## src/rtl/srf_pkg.sv

```systemverilog
package srf_pkg;
    localparam int unsigned NREG  = 32;
    localparam int unsigned XLEN  = 32;
    localparam int unsigned HALF  = XLEN / 2;
    localparam int unsigned AW    = $clog2(NREG);

    typedef logic [XLEN-1:0] word_t;
    typedef logic [AW-1:0]   ridx_t;
    typedef logic [HALF-1:0] half_t;

    typedef struct packed {
        logic  en;
        ridx_t idx;
        word_t val;
    } wr_t;
endpackage

```

## src/rtl/srf_imm_merge.sv

```systemverilog
module srf_imm_merge
    import srf_pkg::*;
(
    input  logic  hi_sel,
    input  half_t imm,
    input  word_t cur,
    output word_t nxt
);
    always_comb begin
        if (hi_sel) nxt = {imm, cur[HALF-1:0]};
        else        nxt = {{HALF{imm[HALF-1]}}, imm};
    end
endmodule

```

## src/rtl/srf_wsel.sv

```systemverilog
module srf_wsel
    import srf_pkg::*;
(
    input  wr_t res_w,
    input  wr_t imm_w,
    input  ridx_t slot,
    output logic  hit,
    output word_t val
);
    always_comb begin
        hit = 1'b0;
        val = '0;
        if (imm_w.en && imm_w.idx == slot) begin
            hit = 1'b1;
            val = imm_w.val;
        end else if (res_w.en && res_w.idx == slot) begin
            hit = 1'b1;
            val = res_w.val;
        end
    end
endmodule

```

## src/rtl/split_imm_regfile.sv

```systemverilog
module split_imm_regfile
    import srf_pkg::*;
(
    input  logic        clk,
    input  logic        rst_n,
    input  logic [4:0]  rd0_addr,
    output logic [31:0] rd0_data,
    input  logic [4:0]  rd1_addr,
    output logic [31:0] rd1_data,
    input  logic        res_we,
    input  logic [4:0]  res_addr,
    input  logic [31:0] res_data,
    input  logic        imm_we,
    input  logic        imm_hi,
    input  logic [4:0]  imm_addr,
    input  logic [15:0] imm_val
);
    typedef struct packed {
        word_t [NREG-1:0] regs;
    } state_t;

    state_t st_d, st_q;
    word_t  imm_cur, imm_word;
    wr_t    res_w, imm_w;
    logic   [NREG-1:0] hit;
    word_t  [NREG-1:0] wval;

    assign imm_cur = st_q.regs[imm_addr];

    srf_imm_merge u_merge (
        .hi_sel(imm_hi),
        .imm   (imm_val),
        .cur   (imm_cur),
        .nxt   (imm_word)
    );

    assign res_w = '{en: res_we, idx: res_addr, val: res_data};
    assign imm_w = '{en: imm_we, idx: imm_addr, val: imm_word};

    for (genvar g = 0; g < NREG; g++) begin : g_slot
        srf_wsel u_wsel (
            .res_w(res_w),
            .imm_w(imm_w),
            .slot (ridx_t'(g)),
            .hit  (hit[g]),
            .val  (wval[g])
        );
    end

    always_comb begin
        st_d = st_q;
        for (int i = 0; i < NREG; i++)
            if (hit[i]) st_d.regs[i] = wval[i];
    end

    always_ff @(posedge clk or negedge rst_n) begin
        if (!rst_n) st_q <= '0;
        else        st_q <= st_d;
    end

    assign rd0_data = st_q.regs[rd0_addr];
    assign rd1_data = st_q.regs[rd1_addr];
endmodule

```

## config.mk

```make
export PLATFORM = sky130hd
export DESIGN_NAME = split_imm_regfile
export DESIGN_NICKNAME = d
export VERILOG_FILES = /design/src/rtl/srf_pkg.sv /design/src/rtl/srf_imm_merge.sv /design/src/rtl/srf_wsel.sv /design/src/rtl/split_imm_regfile.sv
export SDC_FILE = /design/constraint.sdc
export NUM_CORES = 2
export LEC_CHECK = 0
export BUFFER_PORTS_ARGS = -buffer_cell sky130_fd_sc_hd__buf_4
export CAP_MARGIN = 5
export CORE_AREA = 4 4 427 429
export CTS_BUF_LIST = sky130_fd_sc_hd__clkbuf_8
export DETAILED_ROUTE_END_ITERATION = 8
export DIE_AREA = 0 0 431 433
export SLEW_MARGIN = 20
export SYNTH_ARGS = -nofsm -noshare
export SYNTH_HDL_FRONTEND = slang
export SYNTH_SLANG_ARGS = --single-unit
export TNS_END_PERCENT = 50
```

## constraint.sdc

```tcl
create_clock -name clk -period 2.4 [get_ports clk]
set_input_delay 0 -clock clk [delete_from_list [all_inputs] [get_ports clk]]
set_output_delay 0 -clock clk [all_outputs]
set_load 0.02 [all_outputs]
```

==> metrics.cfg <==
[final_layout]
finish.instance_area_mm2 = 0.0843
nFillCells = 16000
syn2layout_area_growth_pct = 18.7
finalNonFillerCells = 9309
drive_above_1_share_pct = 28.3
largest_reg_flops = 1024
reg_top3 = st_q x1024
max_flop_register = st_q
nNetsFinal = 6858

[cts]
clock-root-buffer = clkbuf_8
tritoncts.num_buffers = 191
clkSinkCount = 1024
path_clk_slew_ns = 0.06
cts_tree = built
insertion_delay_ns = 1.05
cts-htree-levels = 4
clk_path_buf_depth = 3

[yosys]
avgSynthCellArea_um2 = 10.8
synth_area_mm2 = 0.0711
async_reset_ff_share_pct = 100
synth_cell_types = 52
yosysWarnings = 0
yosysSeqAreaShare_pct = 36.0
ys_ff_latch = 1024
synthCells = 6596
ys_dominant_reg_cell = dfrtp_1
syn_nets = 6669
synth_edf_count = 0

[floorplanning]
ios = 137
fp.dieArea_mm2 = 0.187
start_util_pct = 39.9
die_h_um = 433
num_rows = 155
coreArea_mm2 = 0.178
die_x_um = 431

[global_routing]
grt_pass1_wl_um = 530000
grt_max_degree = 96
antenna_found_initial = 31
grt_pass1_vias = 66500
overflow = 0
grt_usage_pct = 40.1

[worst_hold_path]
hold_path.class = primary input to flip-flop
worstHoldStart = res_data[21]
hold_end = st_q[693]
hold_depth = 4

[setup_path]
max_stage_delay_ns = 0.52
timing.rr.start = st_q[462]
crit_top_cell = mux4_2
crit_chain = mux4_2 > mux4_2 > mux2_4 > buf_6
worstSetupEndpointType = primary output
critPathTopFamily = multiplexers
r2r_cells = 4
path_depth = 4
cp.required_ns = 2.40
timing_worst_setup_path_type = flip-flop to primary output
rrSetupSlack_ns = 0.49
arrival_ns = 3.02
cp-start-kind = flip-flop
slowest_stage = mux4_2
path_buf_inv = 1
cp_max_fo = 4
reg2reg_to = st_q[430]

[routing]
drtAntennaViolNets = 0
viasPerCell = 7.50
drc = 0
wl_per_cell_um = 41.2
vias = 69900
drt_iter0_markers = 12000
first_pass_iters = 9
finalWirelength_um = 383000

[timing]
fin_crit_sh_pct = 126
timing.hold.ws_ns = 0.0415
setup_violations = 64
finClkSkew_ns = 0.0569
slew_headroom_pct = 26.2
timing.fmax_mhz = 331
finalHoldViolations = 0
period_minus_slack_ns = 3.02
tightestPinTransition_ns = 1.11
fin_ws_ns = -0.620
slew_violations = 0
rsz0062_at_grt = true

[placement]
numPlacedInstances = 8775
hpwl_um = 238000
port_buffers = 136
place_area_mm2 = 0.0783
gp_congestion = 1.02

[pwr]
p_leak_nw = 37.6
vdd_ir_drop_max_mv = 0.599
powerDensity_mw_per_mm2 = 795

[run_status]
status = finished with violations
violations = negative setup slack

[run]
drv_cap = 0

-- worst min-delay path: stages --
cell and delay, ns:
dlygate4sd3_1 0.57, buf_4 0.26, nand2_1 0.10, a31oi_1 0.08
-- area by class of cell --
class | count | area [µm²] | share of cell area [%]
Clock buffer | 250 | 3440 | 4.08
Clock inverter | 88 | 457 | 0.541
Timing Repair Buffer | 860 | 9070 | 10.8
Inverter | 2 | 7.51 | 0.00890
Sequential cell | 1024 | 25700 | 30.5
Antenna cell | 24 | 60.1 | 0.0712
Tap cell | 2355 | 2950 | 3.49
Multi-Input combinational cell | 4706 | 42700 | 50.6
-- repair_timing --
item                                    in CTS  in global routing
resized for setup                          146                 17
hold endpoints to repair                  2048                  0
hold buffers                               112                  0
buffers inserted                            54                  6
endpoints found under the setup margin      64                 65
-- layer usage --
metal / track usage (%) / up-vias / part of all wire [%]
met4: 29.0 / 30 / 9.2
li1: - / 26300 / -
met2: 54.7 / 6811 / 40
met5: 0 / - / 0.052
met3: 19.3 / 1802 / 16
met1: 49.1 / 34900 / 35
-- cells by family after synthesis --
group                  Yosys count  synth area share (%)
buffers and inverters          866                  5.08
flip-flops                    1024                  36.0
AO/OA/AOI/OAI                 1643                  16.0
AND/OR/NAND/NOR               1647                  11.3
multiplexers                  1416                  31.6
-- cells in the mapped netlist (all sizes together) (34+ instances only) --
master	number	area share, %
mux2	64	1.0
nand2	621	3.3
a21boi	34	0.36
dfrtp	1024	36
o21ai	497	3.5
mux2i	694	9.8
mux4	658	21
a31oi	80	0.70
buf	226	1.7
a211oi	518	5.5
and3	470	4.1
o22ai	94	0.83
clkbuf	638	3.4
nand3	53	0.37
nor2	232	1.2
a221oi	380	4.7
nor3	177	1.2
-- metrics by stage --
step	util [%]	setup TNS, ns	setup WS (ns)	power (mW)
2_1_floorplan	-	0	0.570	39.1
3_3_place_gp	43.9	0	0.180	46.2
3_5_place_dp	43.9	0	0.148	46.8
4_1_cts	47.2	-33.55	-0.615	65.9
5_1_grt	47.3	-33.81	-0.610	69.1
6_report	47.3	-32.86	-0.620	67.0
-- how the worst max path moves through the flow --
stage / end / from
2_1_floorplan: rd1_data[0] / rd1_addr[0]
3_3_place_gp: rd0_data[9] / rd0_addr[0]
3_5_place_dp: rd0_data[9] / rd0_addr[0]
4_1_cts: rd0_data[3] / st_q[355]
5_1_grt: rd0_data[3] / st_q[355]
6_report: rd0_data[3] / st_q[355]
-- report_power, final --
part | total, mW | internal (mW) | switching (mW)
logic | 21.3 | 11.7 | 9.62
registers | 27.6 | 22.0 | 5.57
clock network | 18.1 | 9.31 | 8.82
-- placed cells by master, fill, tap and decap left out, types with 94 or more instances in the layout --
| master | instances |
|---|---|
| dfrtp_1 | 964 |
| mux2i_1 | 694 |
| mux4_2 | 658 |
| nand2_1 | 586 |
| buf_4 | 524 |
| a211oi_1 | 518 |
| o21ai_0 | 497 |
| and3_1 | 470 |
| a221oi_1 | 380 |
| clkbuf_8 | 251 |
| nor3_1 | 171 |
| buf_12 | 166 |
| nor2_1 | 165 |
| dlygate4sd3_1 | 108 |
| o22ai_1 | 94 |
(Power assumes the default switching activity.)
